===== src/rtl/intc_win_pkg.sv =====
package intc_win_pkg;
  localparam int DATA_W   = 32;
  localparam int RIRR_BIT = 14;
  localparam int TRIG_BIT = 15;
  localparam int MASK_BIT = 16;
  localparam logic [7:0] OFS_SELECT = 8'h00;
  localparam logic [7:0] OFS_WINDOW = 8'h10;
  localparam logic [DATA_W-1:0] SEL_VERSION = 32'h0;
  localparam logic [DATA_W-1:0] SEL_IDENT   = 32'h1;
  localparam logic [DATA_W-1:0] SEL_ARB     = 32'h2;
  localparam logic [DATA_W-1:0] SEL_ENTRY0  = 32'h10;

  typedef enum logic [1:0] {
    KIND_SELECT,
    KIND_WINDOW,
    KIND_OTHER
  } reg_kind_e;
endpackage


===== src/rtl/win_bus_decode.sv =====
module win_bus_decode
  import intc_win_pkg::*;
#(
  parameter int          ADDR_W = 32,
  parameter logic [31:0] BASE   = 32'hFEC0_0000,
  parameter int          OFS_W  = 8
) (
  input  logic              valid,
  input  logic              write,
  input  logic [ADDR_W-1:0] addr,
  input  logic [3:0]        len,
  output logic              hit,
  output logic              wr_fire,
  output reg_kind_e         kind
);
  localparam logic [ADDR_W:0] LO   = {1'b0, BASE[ADDR_W-1:0]};
  localparam logic [ADDR_W:0] SPAN = (ADDR_W+1)'(1) << OFS_W;

  logic       in_range;
  logic [7:0] ofs;

  always_comb begin
    in_range = ({1'b0, addr} >= LO) && ({1'b0, addr} < LO + SPAN);
    hit      = valid && in_range;
    wr_fire  = hit && write && ((len == 4'd4) || (len == 4'd8));
    ofs      = 8'(addr[OFS_W-1:0]);
    if (ofs == OFS_SELECT)      kind = KIND_SELECT;
    else if (ofs == OFS_WINDOW) kind = KIND_WINDOW;
    else                        kind = KIND_OTHER;
  end
endmodule


===== src/rtl/redir_table.sv =====
module redir_table
  import intc_win_pkg::*;
#(
  parameter int NPINS = 24,
  parameter int PIN_W = $clog2(NPINS)
) (
  input  logic              clk,
  input  logic              rst,
  input  logic              wr_en,
  input  logic              wr_hi,
  input  logic [PIN_W-1:0]  wr_idx,
  input  logic [DATA_W-1:0] wr_data,
  input  logic [PIN_W-1:0]  rd_idx,
  input  logic              rd_hi,
  output logic [DATA_W-1:0] rd_data,
  input  logic [NPINS-1:0]  pin_req,
  input  logic              rirr_set,
  input  logic [PIN_W-1:0]  rirr_pin,
  output logic              mask_chg_valid,
  output logic [PIN_W-1:0]  mask_chg_pin,
  output logic              mask_chg_val,
  output logic              resvc_valid,
  output logic [PIN_W-1:0]  resvc_pin
);
  logic [DATA_W-1:0] lo_q [NPINS];
  logic [DATA_W-1:0] hi_q [NPINS];
  logic [NPINS-1:0]  mask_q;
  logic [NPINS-1:0]  rirr_q;

  logic new_mask, new_trig;

  always_comb begin
    new_mask = wr_hi ? mask_q[wr_idx] : wr_data[MASK_BIT];
    new_trig = wr_hi ? lo_q[wr_idx][TRIG_BIT] : wr_data[TRIG_BIT];
  end

  always_ff @(posedge clk) begin
    if (rst) begin
      for (int i = 0; i < NPINS; i++) begin
        lo_q[i] <= '0;
        hi_q[i] <= '0;
      end
      mask_q         <= '1;
      rirr_q         <= '0;
      mask_chg_valid <= 1'b0;
      mask_chg_pin   <= '0;
      mask_chg_val   <= 1'b0;
      resvc_valid    <= 1'b0;
      resvc_pin      <= '0;
    end else begin
      mask_chg_valid <= 1'b0;
      resvc_valid    <= 1'b0;
      if (rirr_set && (32'(rirr_pin) < NPINS)) rirr_q[rirr_pin] <= 1'b1;
      if (wr_en) begin
        if (wr_hi) begin
          hi_q[wr_idx] <= wr_data;
        end else begin
          lo_q[wr_idx]   <= wr_data;
          mask_q[wr_idx] <= wr_data[MASK_BIT];
          rirr_q[wr_idx] <= 1'b0;
        end
        if (new_mask != mask_q[wr_idx]) begin
          mask_chg_valid <= 1'b1;
          mask_chg_pin   <= wr_idx;
          mask_chg_val   <= new_mask;
        end
        if (new_trig && pin_req[wr_idx]) begin
          resvc_valid <= 1'b1;
          resvc_pin   <= wr_idx;
        end
      end
    end
  end

  always_comb begin
    if (rd_hi) begin
      rd_data = hi_q[rd_idx];
    end else begin
      rd_data           = lo_q[rd_idx];
      rd_data[MASK_BIT] = mask_q[rd_idx];
      rd_data[RIRR_BIT] = rirr_q[rd_idx];
    end
  end

  logic rst_d;
  always_ff @(posedge clk) rst_d <= rst;


  always_ff @(posedge clk) begin
    if (!rst && rst_d) begin
      reset_mask_chk: assert (&mask_q && rirr_q == '0 && !mask_chg_valid && !resvc_valid);
    end
  end


  mask_pulse_src_chk: assert property (@(posedge clk) disable iff (rst)
    mask_chg_valid |-> !$past(rst) && $past(wr_en && !wr_hi));


  resvc_src_chk: assert property (@(posedge clk) disable iff (rst)
    resvc_valid |-> !$past(rst) && $past(wr_en));


  rirr_clear_chk: assert property (@(posedge clk) disable iff (rst)
    ($past(wr_en && !wr_hi) && !$past(rst)) |-> !rirr_q[$past(wr_idx)]);
endmodule


===== src/rtl/intc_window_regs.sv =====
module intc_window_regs
  import intc_win_pkg::*;
#(
  parameter int          NPINS   = 24,
  parameter int          ADDR_W  = 32,
  parameter logic [31:0] BASE    = 32'hFEC0_0000,
  parameter logic [7:0]  VERSION = 8'h11,
  localparam int         PIN_W   = $clog2(NPINS)
) (
  input  logic              clk,
  input  logic              rst,
  input  logic              bus_valid,
  input  logic              bus_write,
  input  logic [ADDR_W-1:0] bus_addr,
  input  logic [3:0]        bus_len,
  input  logic [31:0]       bus_wdata,
  input  logic [NPINS-1:0]  pin_req,
  input  logic              rirr_set,
  input  logic [PIN_W-1:0]  rirr_pin,
  output logic              bus_claim,
  output logic              bus_rvalid,
  output logic [31:0]       bus_rdata,
  output logic              mask_chg_valid,
  output logic [PIN_W-1:0]  mask_chg_pin,
  output logic              mask_chg_val,
  output logic              resvc_valid,
  output logic [PIN_W-1:0]  resvc_pin
);
  localparam logic [31:0] VERSION_WORD = {8'h00, 8'(NPINS - 1), 8'h00, VERSION};

  logic      hit, wr_fire;
  reg_kind_e kind;

  win_bus_decode #(.ADDR_W(ADDR_W), .BASE(BASE), .OFS_W(8)) u_dec (
    .valid  (bus_valid),
    .write  (bus_write),
    .addr   (bus_addr),
    .len    (bus_len),
    .hit    (hit),
    .wr_fire(wr_fire),
    .kind   (kind)
  );

  logic [31:0] sel_q;
  logic [3:0]  id_q;
  logic        win_wr;
  logic        sel_entry, ent_ok;
  logic [31:0] ent_off;
  logic [30:0] ent_idx_full;
  logic [PIN_W-1:0] ent_idx;
  logic [31:0] tbl_rd;
  logic [31:0] rd_mux;

  always_comb begin
    win_wr       = wr_fire && (kind == KIND_WINDOW);
    sel_entry    = sel_q >= SEL_ENTRY0;
    ent_off      = sel_q - SEL_ENTRY0;
    ent_idx_full = ent_off[31:1];
    ent_ok       = sel_entry && (ent_idx_full < 31'(NPINS));
    ent_idx      = ent_idx_full[PIN_W-1:0];
  end

  always_ff @(posedge clk) begin
    if (rst) begin
      sel_q <= '0;
      id_q  <= '0;
    end else begin
      if (wr_fire && kind == KIND_SELECT) sel_q <= bus_wdata;
      if (win_wr && sel_q == SEL_IDENT)   id_q  <= bus_wdata[27:24];
    end
  end

  redir_table #(.NPINS(NPINS), .PIN_W(PIN_W)) u_tbl (
    .clk           (clk),
    .rst           (rst),
    .wr_en         (win_wr && ent_ok),
    .wr_hi         (ent_off[0]),
    .wr_idx        (ent_idx),
    .wr_data       (bus_wdata),
    .rd_idx        (ent_idx),
    .rd_hi         (ent_off[0]),
    .rd_data       (tbl_rd),
    .pin_req       (pin_req),
    .rirr_set      (rirr_set),
    .rirr_pin      (rirr_pin),
    .mask_chg_valid(mask_chg_valid),
    .mask_chg_pin  (mask_chg_pin),
    .mask_chg_val  (mask_chg_val),
    .resvc_valid   (resvc_valid),
    .resvc_pin     (resvc_pin)
  );

  always_comb begin
    rd_mux = '0;
    if (kind == KIND_SELECT) begin
      rd_mux = sel_q;
    end else if (kind == KIND_WINDOW) begin
      if (sel_q == SEL_VERSION)                       rd_mux = VERSION_WORD;
      else if (sel_q == SEL_IDENT || sel_q == SEL_ARB) rd_mux = {4'h0, id_q, 24'h0};
      else if (ent_ok)                                rd_mux = tbl_rd;
    end
  end

  always_ff @(posedge clk) begin
    if (rst) begin
      bus_claim  <= 1'b0;
      bus_rvalid <= 1'b0;
      bus_rdata  <= '0;
    end else begin
      bus_claim  <= hit;
      bus_rvalid <= hit && !bus_write;
      if (hit && !bus_write) bus_rdata <= rd_mux;
    end
  end


  id_hold_chk: assert property (@(posedge clk) disable iff (rst)
    (!$past(rst) && !$past(win_wr && sel_q == SEL_IDENT)) |-> $stable(id_q));


  claim_src_chk: assert property (@(posedge clk) disable iff (rst)
    bus_claim |-> $past(bus_valid));


  rvalid_src_chk: assert property (@(posedge clk) disable iff (rst)
    bus_rvalid |-> bus_claim && $past(bus_valid && !bus_write));


  sel_hold_chk: assert property (@(posedge clk) disable iff (rst)
    (!$past(rst) && !$past(wr_fire && kind == KIND_SELECT)) |-> $stable(sel_q));
endmodule


===== config.mk =====
export PLATFORM = sky130hd
export DESIGN_NAME = intc_window_regs
export DESIGN_NICKNAME = d
export VERILOG_FILES = /design/src/rtl/intc_win_pkg.sv /design/src/rtl/win_bus_decode.sv /design/src/rtl/redir_table.sv /design/src/rtl/intc_window_regs.sv
export SDC_FILE = /design/constraint.sdc
export NUM_CORES = 2
export LEC_CHECK = 0
export ABC_CLOCK_PERIOD_IN_PS = 8080
export BUFFER_PORTS_ARGS = -buffer_cell sky130_fd_sc_hd__buf_2
export CORE_ASPECT_RATIO = 0.5
export CORE_MARGIN = 2
export CORE_UTILIZATION = 35
export DETAILED_ROUTE_END_ITERATION = 12
export PLACE_DENSITY = 0.46
export REMOVE_ABC_BUFFERS = 1
export SLEW_MARGIN = 5
export SYNTH_ARGS = -nofsm -noshare
export SYNTH_HDL_FRONTEND = slang
export SYNTH_SLANG_ARGS = --single-unit

===== constraint.sdc =====
create_clock -name clk -period 8.08 [get_ports clk]
set_input_delay 0 -clock clk [delete_from_list [all_inputs] [get_ports clk]]
set_output_delay 0 -clock clk [all_outputs]
set_load 0.1 [all_outputs]

* After elaboration in Yosys (flattened, before gate mapping)
Memory sizes are Yosys's and may differ from the RTL's.
Cells that the tools add are included.
** Storage, ports and cells
- Logic and storage cells :: 105
- Memories kept :: 2
- Bits in registers :: 131
- Output and inout port bits :: 47
- Bits in writable memories :: 1536
** Operators by class
- Equal/unequal tests :: 7
- Bitwise operators :: 5
- Muxes and demuxes :: 43
- $lt $le $gt $ge :: 9
- Add/subtract/negate cells :: 1
- Reduce and logical (&&, ||, !) cells :: 26
** Memory list
- u_tbl.hi_q :: words 24, bits a word 32, rd ports 1, clocked after memory_dff 0, write ports 24, line redir_table.sv:26 : logic [DATA_W-1:0] hi_q [NPINS];
- u_tbl.lo_q :: words 24, bits a word 32, rd ports 1, clocked after memory_dff 0, write ports 24, line redir_table.sv:25 : logic [DATA_W-1:0] lo_q [NPINS];
** Operators by type and width (number)
- $mux W32 :: 8
- $mux W24 :: 4
- $reduce_or A32 Y1 :: 2
- $eq A32 B1 Y1 const B :: 1
- $eq A32 B2 Y1 const B :: 1
- $ge A32 B32 Y1 const B :: 1
- $ge A32 B5 Y1 const B :: 1
- $logic_not A32 Y1 :: 1
- $lt A32 B32 Y1 const B :: 1
- $sub A32 B5 Y32 const B :: 1
- $lt A31 B5 Y1 const B :: 1
- $and A24 B24 Y24 :: 1
- $bwmux W24 :: 1
- $not A24 Y24 :: 1
- $or A24 B24 Y24 :: 1
- $mux W1 :: 21
- $bmux W1 S5 :: 3
- $logic_and A1 B1 Y1 :: 14
- $lt A5 B6 Y1 const B :: 2
- $demux W1 S5 :: 2
- $ge A5 B1 Y1 const B :: 2
- $mux W5 :: 2
- $eq A8 B5 Y1 const B :: 1
- $logic_not A8 Y1 :: 1
- 12 further kinds :: 17

* Longest topological paths before layout
- Depth in word-level cells :: 12
- Mapped depth :: 17
- Mapped depth without buffers :: 9

* Modules after synthesis
A second synthesis with hierarchy kept.
** Unflattened totals
- Cell total of the unflattened synthesis :: 5705
- Area, all modules :: 93215.7 µm²
** By module, submodules not included
- redir_table :: cells each 5284, sequential area each 60798.3 µm², times used 1, area an instance 89796.1 µm²
- intc_window_regs :: cells each 403, sequential area each 1401.3 µm², times used 1, area an instance 3293.2 µm²
- win_bus_decode :: cells each 18, sequential area each 0.0 µm², times used 1, area an instance 126.4 µm²

* Worst setup path after synthesis
Ideal clock, no wire load.
- Kind :: reg2reg
- From :: reg sel_q[4]
- To :: mem u_tbl.lo_q[20][0], enable pin
- Data arrival time :: 6.737 ns
- Setup slack :: 0.875 ns
- Required time :: 7.612 ns
- Library setup time :: 0.468 ns
- Period minus slack after synthesis :: 7.205 ns
- Cell stages (with the launch flop) :: 16
- Cell sequence :: dfxtp_1 > clkbuf_1 > inv_2 > buf_2 > clkbuf_1 > clkbuf_1 > clkbuf_1 > ha_1 > nor4b_1 > nand4b_4 > mux2i_1 > nand4_1 > or4_1 > buf_2 > buf_2 > o31ai_1
** RTL lines
- start, declared :: line intc_window_regs.sv:44 : logic [31:0] sel_q;
- start signal, assigned :: line intc_window_regs.sv:68 : if (wr_fire && kind == KIND_SELECT) sel_q <= bus_wdata;
- end, declared :: line redir_table.sv:25

==> out/summary.txt <==
=================================================================================
Status                                                               finished, final reports clean
Highest cell delay on the worst timing path                               1.16 ns
Compound-gate portion of the synthesized area                               1.90%
Classification of the worst-slack hold path                             in -> reg
Crit path cell chain                                                 inv_6 -> ha_1 -> nor4b_1 -> nand4b_4 -> o21ai_1 -> o2111ai_1 -> or4_2 -> buf_4 -> nor3_4 -> or2_2
Overall routed net length                                               285000 um
Top Metal Used                                                               met4
Initial antenna violation count                                                27
Wire per inst                                                             29.0 um
Total power divided by cell area                                      218 nW/um^2
Final net count                                                              6242
Critical path data arrival time                                           6.66 ns
Number of cell rows                                                           133
Max_slew headroom                                                           11.8%
Cells taking the most area after synthesis                           sky130_fd_sc_hd__edfxtp_1, sky130_fd_sc_hd__mux4_2, sky130_fd_sc_hd__and2_1
Clk_skew                                                                0.0451 ns
Multiplexer fraction of the synthesized cell area                           16.0%
Final total negative setup slack                                             0 ns
Yosys top cell area share                                                   63.9%
Sinks on Clock Net                                                           2115
Clock buffer depth                                                              4
Unrepaired setup endpoints after global routing                                no
Core outline area                                                    264000 sq um
Overall Global Routing Usage                                                20.8%
Vias in the first global route                                              52.4k
Area share of and/or/nand/nor cells after synthesis                         13.0%
Number of vias in the routed layout                                         51.4k
Remaining global-route overflow                                                 0
Adder and majority cell fraction of the synthesized area                  0.0536%
Most repeated cell in the gate-level netlist after synthesis         sky130_fd_sc_hd__edfxtp_1
Critical path data required time                                          8.56 ns
Max Cap Viol                                                                    0
Worst setup SP type                                                          flop
Quantity of I/O buffers inserted on ports                                     148
Top-Level Pins                                                                149
Synthesis-to-layout area growth                                             14.7%
Worst-skew pair later-pin latency                                         0.87 ns
Worst slew pin tran                                                       1.29 ns
Average cell area after synthesis                                      16.6 sq um
Detail Route met2 WL                                                    132000 um
Clock tree from TritonCTS                                                     yes
Sort of element at the end of the critical path                              flop
Netlist area before placement                                         93300 sq um
Number of library cell types mapped by synthesis                               72
Max stage delay cell, worst path                                     sky130_fd_sc_hd__or4_2
Chip Height                                                                369 um
Seq/Total Area, Yosys                                                       66.7%
Max-slew violation total from the final report                                  0
Setup violation total in the final timing report                                0
Largest family of logic cells by synthesized area                    multiplexers
Synthesis warning total                                                         0
#FFs+latches synth                                                           2115
Synthesized-area fraction occupied by xor and xnor cells                  0.0563%
Met3 layer wire length in the routed design                              19700 um
Share of synthesized registers carrying an async set or reset                  0%
Post CTS Setup Buffer Count                                                     0
Final worst path period need                                              6.19 ns
Gate Count Post-Synth                                                        5616
Die footprint                                                        271000 sq um
Standby leakage power                                                     37.0 nW
Fraction of layout instances using a drive strength above 1                 20.8%
Wire length of the first global-routing pass                            401000 um
Final hold vios                                                                 0
Largest fanout on the critical path                                            33
Area leader, netlist                                                 sky130_fd_sc_hd__edfxtp_1
Clock slew seen by the registers of the worst setup and hold paths        0.07 ns
Number of routed nets with antenna violations                                   0
Maximum VDD drop                                                           161 uV
Clock tree root driver cell                                          sky130_fd_sc_hd__clkbuf_16
Detailed-route vias per instance                                             5.24
Effective utilization at floorplan                                          35.3%
Router iterations before antenna repair                                         5
Cell types with the highest counts after synthesis                   sky130_fd_sc_hd__edfxtp_1, sky130_fd_sc_hd__and2_1, sky130_fd_sc_hd__mux4_2
Final routed DRC violation total                                                0
Sum of buffers and inverters on the critical path                               2
Number of DRC markers after the initial detailed-route iteration             5766
Number of gates resized after CTS                                               0
Critical setup path kind                                               reg -> reg
Gpl congestion                                                              0.881
Top FF cell, synth                                                   sky130_fd_sc_hd__edfxtp_1
Die W                                                                      734 um
Core utilization of the finished layout                                     40.5%
Routed metal-1 wire length                                              127000 um
Final HPWL DP                                                           169000 um
Post-synth EDFFs                                                             1984
Maximum level of the CTS H-tree                                                 4
Maximum number of pins on one net before global-route repair                  101
Period utilization                                                          76.6%
CP delay by family, top                                              simple AND/OR/NAND/NOR gates
CTS Buf Count                                                                 210
Number of filler cells placed in the layout                                 24.0k
Highest clock frequency the design can meet                             0.162 GHz
=================================================================================
report_power, final:
| group | switching, mW | total [mW] | internal, mW |
|---|---|---|---|
| combinational | 0.694 | 0.980 | 0.286 |
| clock | 4.28 | 9.64 | 5.36 |
| sequential | 0.139 | 12.7 | 12.5 |
| total | 5.11 | 23.3 | 18.2 |
placed cells by master, fill, tap and decap left out, types with 18 or more instances in the layout:
cell                            count
sky130_fd_sc_hd__a21oi_1           56
sky130_fd_sc_hd__a221oi_1          25
sky130_fd_sc_hd__a31oi_1           25
sky130_fd_sc_hd__and2_1          1499
sky130_fd_sc_hd__buf_2            137
sky130_fd_sc_hd__buf_4            150
sky130_fd_sc_hd__clkbuf_1          49
sky130_fd_sc_hd__clkbuf_16        213
sky130_fd_sc_hd__clkinv_1          56
sky130_fd_sc_hd__clkinv_2          30
sky130_fd_sc_hd__conb_1           496
sky130_fd_sc_hd__dfxtp_1          127
sky130_fd_sc_hd__diode_2           19
sky130_fd_sc_hd__dlygate4sd3_1     59
sky130_fd_sc_hd__edfxtp_1        1984
sky130_fd_sc_hd__mux2i_1           79
sky130_fd_sc_hd__mux4_2           620
sky130_fd_sc_hd__nand2_1           84
sky130_fd_sc_hd__nand3_1           35
sky130_fd_sc_hd__nand4_1           18
sky130_fd_sc_hd__nor2_1           115
sky130_fd_sc_hd__nor3_1            37
sky130_fd_sc_hd__nor4_4            32
sky130_fd_sc_hd__o21ai_0           43
sky130_fd_sc_hd__or2_2             32
metrics by stage:
stage	instances	setup slack [ns]	cell area, sq um	hold slack (ns)	power, mW
after global placement	9375	2.18	99900	0.369	13.8
after global routing	9807	1.60	107000	0.0786	24.0
after detailed placement	9375	2.00	99900	0.370	13.9
after floorplan	5570	-20.78	93000	0.0691	13.2
final	9826	1.89	107000	0.0880	23.3
after CTS	9807	1.95	107000	0.0151	23.5
routing by layer:
layer | up-vias | GRT usage [%]
met5 | - | 0
met3 | 351 | 3.90
met4 | 0 | 4.18
met1 | 27499 | 30.1
met2 | 1655 | 33.0
li1 | 21943 | -
area by class of cell:
cell class              instances  area (sq um)  area share (%)
diodes                         19          47.5          0.0444
clock buffers                 267          5580            5.22
clock inverters               106           872           0.815
inverters                      13          58.8          0.0550
multi-input cells            3442         31300            29.2
flip-flops and latches       2115         62200            58.1
well taps                    3510          4390            4.10
repair buffers                354          2550            2.39
cells by family (layout without fill, tap and decap cells):
logic type,count (synthesis),in the layout
AND/OR/NAND/NOR,1965,1965
adder cells (fa/ha/maj),4,4
multiplexers,712,712
other,1,515
flip-flops,2115,2115
XOR/XNOR,6,6
buffers and inverters,554,740
AO/OA/AOI/OAI,259,259
worst register-to-register path: stages (launching register included):
cell                        delay [ns]
sky130_fd_sc_hd__dfxtp_1          0.35
sky130_fd_sc_hd__inv_6            0.30
sky130_fd_sc_hd__ha_1             0.32
sky130_fd_sc_hd__nor4b_1          0.62
sky130_fd_sc_hd__nand4b_4         0.21
sky130_fd_sc_hd__o21ai_1          0.23
sky130_fd_sc_hd__o2111ai_1        0.23
sky130_fd_sc_hd__or4_2            1.16
sky130_fd_sc_hd__buf_4            0.50
sky130_fd_sc_hd__nor3_4           1.04
sky130_fd_sc_hd__or2_2            0.82
what timing repair did:
item	4_1_cts	5_1_grt
setup endpoints to repair	0	0
endpoints found under the hold margin	1016	0
hold buffers	59	0
worst paths after layout:
kind / slack, ns / cells past startpoint / start / end
min reg2reg: 0.47 / 2 / u_tbl.mask_q[17]$_SDFFE_PP1P_ / u_tbl.mask_q[17]$_SDFFE_PP1P_
max reg2reg: 1.89 / 10 / sel_q[4]$_SDFFE_PP0P_ / u_tbl.hi_q[22][5]$_SDFFCE_PN0P_
max: 1.89 / 10 / sel_q[4]$_SDFFE_PP0P_ / u_tbl.hi_q[22][5]$_SDFFCE_PN0P_
min: 0.09 / 3 / rst / sel_q[8]$_SDFFE_PP0P_
registers in the layout, summed over array words and instances (netlist names):
name,flops
u_tbl.hi_q,1024
bus_rdata,32
id_q,4
u_tbl.mask_chg_val,1
u_tbl.mask_chg_valid,1
bus_claim,1
u_tbl.lo_q,960
u_tbl.rirr_q,24
sel_q,32
u_tbl.resvc_pin,5
u_tbl.mask_q,24
u_tbl.resvc_valid,1
u_tbl.mask_chg_pin,5
bus_rvalid,1
Power figures use the tool's default switching activity.
